### src/rtl/mc_pkg.sv
package mc_pkg;
  localparam int N_PT   = 5;
  localparam int PT_W   = 3;
  localparam int PT_PAD = 2 ** PT_W;
  localparam int N_USE  = 9;

  // control use slots
  localparam int U_XOR  = 0;
  localparam int U_CLK  = 1;
  localparam int U_CE   = 2;
  localparam int U_AR   = 3;
  localparam int U_AP   = 4;
  localparam int U_D    = 5;
  localparam int U_K    = 6;
  localparam int U_OE   = 7;
  localparam int U_FOLD = 8;

  typedef enum logic [2:0] {
    RM_D = 3'd0, RM_T = 3'd1, RM_JK = 3'd2, RM_SR = 3'd3, RM_LATCH = 3'd4
  } reg_mode_e;
endpackage

### src/rtl/mc_and_array.sv
module mc_and_array import mc_pkg::*; #(
  parameter int N_IN = 8
) (
  input  logic [N_IN-1:0]            arr_i,
  input  logic [N_PT-1:0][N_IN-1:0]  mask_t_i,
  input  logic [N_PT-1:0][N_IN-1:0]  mask_c_i,
  output logic [N_PT-1:0]            pt_o
);
  for (genvar g = 0; g < N_PT; g++) begin : g_term
    assign pt_o[g] = &((~mask_t_i[g] | arr_i) & (~mask_c_i[g] | ~arr_i));
  end
endmodule

### src/rtl/mc_logic.sv
module mc_logic import mc_pkg::*; (
  input  logic            clk,
  input  logic            rst_n,
  input  logic [N_PT-1:0] pt_i,
  input  logic [N_PT-1:0] to_sum_i,
  input  logic            casc_i,
  input  logic            xor_pt_i,
  input  logic [1:0]      xor_src_i,
  input  logic            q_i,
  input  logic            out_reg_i,
  input  logic            fb_reg_i,
  input  logic [1:0]      goe_i,
  input  logic [2:0]      oe_src_i,
  input  logic            oe_pt_i,
  input  logic            fold_pt_i,
  output logic            xor_o,
  output logic            casc_o,
  output logic            pin_o,
  output logic            oe_o,
  output logic            fb_o,
  output logic            fold_o
);
  logic sum;
  logic xor_b;

  always_comb begin
    sum = casc_i | (|(pt_i & to_sum_i));
    unique case (xor_src_i)
      2'd1:    xor_b = 1'b1;
      2'd2:    xor_b = xor_pt_i;
      default: xor_b = 1'b0;
    endcase
    xor_o = sum ^ xor_b;
    case (oe_src_i)
      3'd0:    oe_o = goe_i[0];
      3'd1:    oe_o = ~goe_i[0];
      3'd2:    oe_o = goe_i[1];
      3'd3:    oe_o = ~goe_i[1];
      default: oe_o = oe_pt_i;
    endcase
  end

  assign casc_o = sum;
  assign pin_o  = out_reg_i ? q_i : xor_o;
  assign fb_o   = fb_reg_i  ? q_i : xor_o;
  assign fold_o = ~fold_pt_i;


  casc_pass_chk: assert property (@(posedge clk) disable iff (!rst_n)
    casc_i |-> casc_o);
endmodule

### src/rtl/mc_storage.sv
module mc_storage import mc_pkg::*; (
  input  logic      clk,
  input  logic      rst_n,
  input  reg_mode_e mode_i,
  input  logic [1:0] clk_src_i,
  input  logic      ce_en_i,
  input  logic [1:0] ar_src_i,
  input  logic      ap_en_i,
  input  logic [2:0] gclk_i,
  input  logic      gclr_i,
  input  logic      clk_pt_i,
  input  logic      ce_pt_i,
  input  logic      ar_pt_i,
  input  logic      ap_pt_i,
  input  logic      d_i,
  input  logic      k_i,
  output logic      q_o
);
  logic q_reg, q_next;
  logic lvl_prev;
  logic lvl, ce_ok, fire, load, ar, ap, nxt;

  always_comb begin
    case (clk_src_i)
      2'd0:    lvl = gclk_i[0];
      2'd1:    lvl = gclk_i[1];
      2'd2:    lvl = gclk_i[2];
      default: lvl = clk_pt_i;
    endcase
    ce_ok = (clk_src_i == 2'd3) || !ce_en_i || ce_pt_i;
    case (ar_src_i)
      2'd1:    ar = gclr_i;
      2'd2:    ar = ar_pt_i;
      2'd3:    ar = gclr_i | ar_pt_i;
      default: ar = 1'b0;
    endcase
    ap   = ap_en_i & ap_pt_i;
    fire = lvl & ~lvl_prev & ce_ok;
    case (mode_i)
      RM_T:    nxt = q_reg ^ d_i;
      RM_JK:   nxt = (d_i & ~q_reg) | (~k_i & q_reg);
      RM_SR:   nxt = (d_i & ~k_i) | (q_reg & ~(k_i & ~d_i));
      default: nxt = d_i;
    endcase
    load = (mode_i == RM_LATCH) ? lvl : fire;
    if (ar)        q_next = 1'b0;
    else if (ap)   q_next = 1'b1;
    else if (load) q_next = nxt;
    else           q_next = q_reg;
  end

  always_ff @(posedge clk or negedge rst_n) begin
    if (!rst_n) begin
      q_reg    <= 1'b0;
      lvl_prev <= 1'b1;
    end else begin
      q_reg    <= q_next;
      lvl_prev <= lvl;
    end
  end

  assign q_o = ar ? 1'b0 : (ap ? 1'b1 : q_reg);


  reset_wins_chk: assert property (@(posedge clk) disable iff (!rst_n)
    ar |=> (q_reg == 1'b0));

  preset_load_chk: assert property (@(posedge clk) disable iff (!rst_n)
    (ap && !ar) |=> (q_reg == 1'b1));

  jk_toggle_chk: assert property (@(posedge clk) disable iff (!rst_n)
    (mode_i == RM_JK && fire && d_i && k_i && !ar && !ap) |=> (q_reg != $past(q_reg)));

  sr_hold_chk: assert property (@(posedge clk) disable iff (!rst_n)
    (mode_i == RM_SR && d_i && k_i && !ar && !ap) |=> $stable(q_reg));

  latch_hold_chk: assert property (@(posedge clk) disable iff (!rst_n)
    (mode_i == RM_LATCH && !lvl && !ar && !ap) |=> $stable(q_reg));

  ce_block_chk: assert property (@(posedge clk) disable iff (!rst_n)
    (mode_i != RM_LATCH && clk_src_i != 2'd3 && ce_en_i && !ce_pt_i && !ar && !ap)
    |=> $stable(q_reg));
endmodule

### src/rtl/pterm_macrocell.sv
module pterm_macrocell import mc_pkg::*; #(
  parameter int N_IN = 8
) (
  input  logic                           clk,
  input  logic                           rst_n,
  input  logic [N_IN-1:0]                arr_in,
  input  logic                           casc_in,
  input  logic [2:0]                     gclk,
  input  logic                           gclr,
  input  logic [1:0]                     goe,
  input  logic                           pin_in,
  input  logic [N_PT-1:0][N_IN-1:0]      cfg_mask_true,
  input  logic [N_PT-1:0][N_IN-1:0]      cfg_mask_comp,
  input  logic [N_PT-1:0]                cfg_to_sum,
  input  logic [N_USE-1:0][PT_W-1:0]     cfg_sel,
  input  logic [1:0]                     cfg_xor_src,
  input  logic [1:0]                     cfg_data_src,
  input  logic [2:0]                     cfg_mode,
  input  logic [1:0]                     cfg_clk_src,
  input  logic                           cfg_ce_en,
  input  logic [1:0]                     cfg_ar_src,
  input  logic                           cfg_ap_en,
  input  logic [2:0]                     cfg_oe_src,
  input  logic                           cfg_out_reg,
  input  logic                           cfg_fb_reg,
  output logic                           pin_out,
  output logic                           pin_oe,
  output logic                           fb_out,
  output logic                           casc_out,
  output logic                           fold_out
);
  logic [N_PT-1:0]   pt;
  logic [PT_PAD-1:0] pt_pad;
  logic [N_USE-1:0]  use_pt;
  logic              xor_val, d_val, q_val;

  mc_and_array #(.N_IN(N_IN)) i_and (
    .arr_i(arr_in), .mask_t_i(cfg_mask_true), .mask_c_i(cfg_mask_comp), .pt_o(pt)
  );

  assign pt_pad = {{(PT_PAD-N_PT){1'b0}}, pt};

  for (genvar u = 0; u < N_USE; u++) begin : g_use
    assign use_pt[u] = pt_pad[cfg_sel[u]];
  end

  always_comb begin
    case (cfg_data_src)
      2'd1:    d_val = use_pt[U_D];
      2'd2:    d_val = pin_in;
      default: d_val = xor_val;
    endcase
  end

  mc_storage i_store (
    .clk(clk), .rst_n(rst_n), .mode_i(reg_mode_e'(cfg_mode)),
    .clk_src_i(cfg_clk_src), .ce_en_i(cfg_ce_en), .ar_src_i(cfg_ar_src),
    .ap_en_i(cfg_ap_en), .gclk_i(gclk), .gclr_i(gclr),
    .clk_pt_i(use_pt[U_CLK]), .ce_pt_i(use_pt[U_CE]), .ar_pt_i(use_pt[U_AR]),
    .ap_pt_i(use_pt[U_AP]), .d_i(d_val), .k_i(use_pt[U_K]), .q_o(q_val)
  );

  mc_logic i_logic (
    .clk(clk), .rst_n(rst_n), .pt_i(pt), .to_sum_i(cfg_to_sum), .casc_i(casc_in),
    .xor_pt_i(use_pt[U_XOR]), .xor_src_i(cfg_xor_src), .q_i(q_val),
    .out_reg_i(cfg_out_reg), .fb_reg_i(cfg_fb_reg), .goe_i(goe),
    .oe_src_i(cfg_oe_src), .oe_pt_i(use_pt[U_OE]), .fold_pt_i(use_pt[U_FOLD]),
    .xor_o(xor_val), .casc_o(casc_out), .pin_o(pin_out), .oe_o(pin_oe),
    .fb_o(fb_out), .fold_o(fold_out)
  );
endmodule

### config.mk
export PLATFORM = sky130hd
export DESIGN_NAME = pterm_macrocell
export DESIGN_NICKNAME = d
export VERILOG_FILES = /design/src/rtl/mc_pkg.sv /design/src/rtl/mc_and_array.sv /design/src/rtl/mc_logic.sv /design/src/rtl/mc_storage.sv /design/src/rtl/pterm_macrocell.sv
export SDC_FILE = /design/constraint.sdc
export NUM_CORES = 1
export LEC_CHECK = 0
export BUFFER_PORTS_ARGS = -buffer_cell sky130_fd_sc_hd__buf_2
export CORE_MARGIN = 3
export CORE_UTILIZATION = 35
export DETAILED_ROUTE_END_ITERATION = 8
export GPL_TIMING_DRIVEN = 0
export PLACE_DENSITY_LB_ADDON = 0.3
export SKIP_LAST_GASP = 1
export SLEW_MARGIN = 0
export SYNTH_ARGS = -nofsm -noshare
export SYNTH_HDL_FRONTEND = slang
export SYNTH_SLANG_ARGS = --single-unit
### constraint.sdc
create_clock -name clk -period 2.6 [get_ports clk]
set_input_delay 0.39 -clock clk [delete_from_list [all_inputs] [get_ports clk]]
set_output_delay 0.39 -clock clk [all_outputs]
set_load 0.05 [all_outputs]
==> flow_metrics.env <==
export IMPL_run_status="finished clean"
export IMPL_post_route_minimum_period_ns=2.59
export IMPL_synthesis_yosys_warnings=0
export IMPL_area_taken_by_multi_input_logic_gates_mm2=0.00128
export IMPL_hold_path_class="in -> async"
export IMPL_synth_largest_area_cell="mux2i_1"
export IMPL_clock_sinks=2
export IMPL_number_of_antenna_violations_at_the_first_check_in_global_routing=0
export IMPL_slew_headroom_pct=80.2
export IMPL_fmax_mhz=387
export IMPL_power_leakage_uw=0.00130
export IMPL_cp_max_fo=5
export IMPL_detailedRoute_firstPassIterationCount=4
export IMPL_dp_hpwl_um=4730
export IMPL_worst_setup_hold_path_clk_slew_ns=0.03
export IMPL_floorplan_initialDensity_pct=36.7
export IMPL_number_of_global_route_vias_before_repair=1837
export IMPL_report_power_total_uw=496
export IMPL_floorplan_rows=22
export IMPL_synth_ff_latch_count=2
export IMPL_postPlaceCellArea_mm2=0.00219
export IMPL_cts_buffers_inserted=3
export IMPL_floorplan_die_width_um=68.4
export IMPL_synth_lib_cells_used_distinct=45
export IMPL_synthMostInstantiatedCell="mux2i_1"
export IMPL_clock_tree_from_tritoncts="built"
export IMPL_area_growth_pct=79.8
export IMPL_n_fill_cell=347
export IMPL_drt_wirelength_per_cell_um=14.7
export IMPL_io_pins=153
export IMPL_synth_area_per_cell_um2=8.42
export IMPL_antenna_diode_count=0
export IMPL_clock_tree_root_cell="clkbuf_8"
export IMPL_cellPowerDensity_mw_per_mm2=202
export IMPL_slowest_delay_ns=0.48
export IMPL_synthArstFlopShare_pct=100
export IMPL_timing_critical_path_to_type="output port"
export IMPL_crit_chain="buf_8 -> mux2i_1 -> nand4_1 -> nor2_4 -> mux4_2 -> o311ai_4 -> xor2_2 -> mux2i_2 -> buf_6"
export IMPL_globalRouteOverflowTotal=0
export IMPL_synth_cells_most_frequent="mux2i_1, nand2_1, a21oi_1, inv_1, nand4_1"
export IMPL_postSynthCellCount=162
export IMPL_unrepaired_setup_endpoints_after_global_routing="yes"
export IMPL_first_iter_violations=43
export IMPL_post_route_cell_area_mm2=0.00245
export IMPL_floorplan_die_area_mm2=0.00468
export IMPL_drc=0
export IMPL_synth_top_area_share_pct=32.3
export IMPL_sequential_standard_cell_area_um2=51.3
export IMPL_fp_dieH_um=68.4
export IMPL_place_worst_setup_slack_ns=-0.423
export IMPL_net_switching_power_uw=176
export IMPL_drive_above_1_share_pct=60.5
export IMPL_p_int_uw=320
export IMPL_net_count_of_the_finished_layout=482
export IMPL_final_core_area_utilization_pct=66.0
export IMPL_max_vdd_ir_drop_mv=0.282
export IMPL_synth_edff_count=0
export IMPL_maxCapViolations=0
export IMPL_final_max_slew_violation_count=0
export IMPL_comb_power_share_pct=66.0
export IMPL_net_count_of_the_mapped_netlist=314
export IMPL_io_buf_count=144
export IMPL_antenna_left=0
export IMPL_critical_path_class="in -> out"
export IMPL_timing_final_crit_share_pct=99.5
export IMPL_setup_slack_ns=0.0128
export IMPL_slew_at_the_pin_closest_to_its_max_slew_limit_ns=0.295
export IMPL_routed_via_count=1939
export IMPL_wire_length_of_the_first_global_routing_pass_um=7820
export IMPL_global_route_usage_total_pct=21.8
export IMPL_final_setup_viol_count=0
export IMPL_synth_top_flop_cell="dfstp_2"
export IMPL_coreArea_mm2=0.00372
export IMPL_switching_share_pct=35.5
export IMPL_clkPwrFrac_pct=26.2
export IMPL_gp_congestion=0.795
export IMPL_clockBufferDepth=2
export IMPL_routed_via_density=5.14
export IMPL_clock_skew_ns=0.00621
export IMPL_cp_required_ns=2.21
export IMPL_grt_max_degree=11
export IMPL_start_kind="input port"
export IMPL_seqPwrFrac_pct=7.8
export IMPL_synth_area_top_cells="mux2i_1, mux4_2, ha_1"
export IMPL_seq_area_frac_synth_pct=3.76
export IMPL_cts_htree_levels=1
export IMPL_latest_clock_arrival_within_the_worst_skew_pair_ns=0.21
export IMPL_worst_ep_arrival_time_ns=2.20
export IMPL_cp_slowest_cell="mux4_2"
export IMPL_post_synth_design_cell_area_mm2=0.00136
export IMPL_routed_wl_um=5550
export IMPL_timing_final_hold_violations=0
## cell families (layout without fill, tap and decap cells)
| logic type | Yosys count | in the layout | share of synthesized area (%) |
|---|---|---|---|
| muxes | 52 | 52 | 43.3 |
| AOI/OAI and AO/OA | 35 | 35 | 19.3 |
| xor gates and xnor gates | 3 | 3 | 1.93 |
| buffers and inverters | 16 | 183 | 7.52 |
| and+or+nand+nor | 50 | 50 | 20.6 |
| DFF | 2 | 2 | 3.76 |
| adders and majority gates | 4 | 4 | 3.67 |
## layout make-up
cell class                      instances  share of cell area [%]
Tap cell                               48                    2.45
Clock buffer                            4                    1.84
Sequential cell                         2                    2.09
Timing Repair Buffer                  163                    35.9
Inverter                                8                    1.22
Buffer                                  8                    4.29
Multi-Input combinational cell        144                    52.2
## path summary, 6_finish.rpt
path                                start                to  slack, ns  cells past startpoint
hold reg to reg             i_store.q_reg     i_store.q_reg       0.75                      3
setup / recovery                arr_in[7]           pin_out       0.01                      9
max in group asynchronous           rst_n  i_store.lvl_prev       1.91                      2
setup reg to reg            i_store.q_reg     i_store.q_reg       1.41                      4
hold / removal                      rst_n     i_store.q_reg       0.50                      2
min in group clk           cfg_clk_src[1]  i_store.lvl_prev       0.52                      2
## timing repair
action,4_1_cts,5_1_grt
endpoints found under the setup margin,3,4
resized for setup,11,7
hold buffers,1,0
buffers inserted,6,12
pin swaps,7,14
endpoints found under the hold margin,1,0
## routing by layer
metal  share of wire, %  GRT usage [%]
met5                  0              0
met2                 56           43.7
met1                 35           23.5
met4               0.40           4.22
met3                8.7           3.12
## stage by stage
step / TNS [ns] / hold WS [ns] / cells
floorplan: -0.221 / 0.0944 / 162
global placement: -0.738 / 0.175 / 354
detailed placement: -0.772 / 0.179 / 354
CTS: -0.192 / 0.484 / 365
global route: -0.290 / 0.512 / 377
finish: 0 / 0.499 / 377
## critical path, delay by kind of cell
kind	cells	cell delay, ns
AOI/OAI and AO/OA	1	0.28
and+or+nand+nor	2	0.27
xor gates and xnor gates	1	0.25
buffers and inverters	2	0.28
muxes	3	0.73
## placed cells by master (no fill, tap or decap), types with 6 or more instances in the layout
master,netlist,final
buf_4,3,18
inv_1,8,8
nor3_1,6,6
nand4_1,8,8
nand2_1,12,12
nor2_1,7,7
buf_2,1,141
a21oi_1,8,8
mux2i_1,44,40
buf_6,4,6
## power groups by stage
stage	clock, µW	combinational (µW)	sequential [µW]
2_1_floorplan	0	157	38.0
3_3_place_gp	0	292	38.7
3_5_place_dp	0	298	38.9
4_1_cts	134	319	38.6
5_1_grt	143	357	39.2
6_report	130	327	38.5
Power figures use the tool's default switching activity.
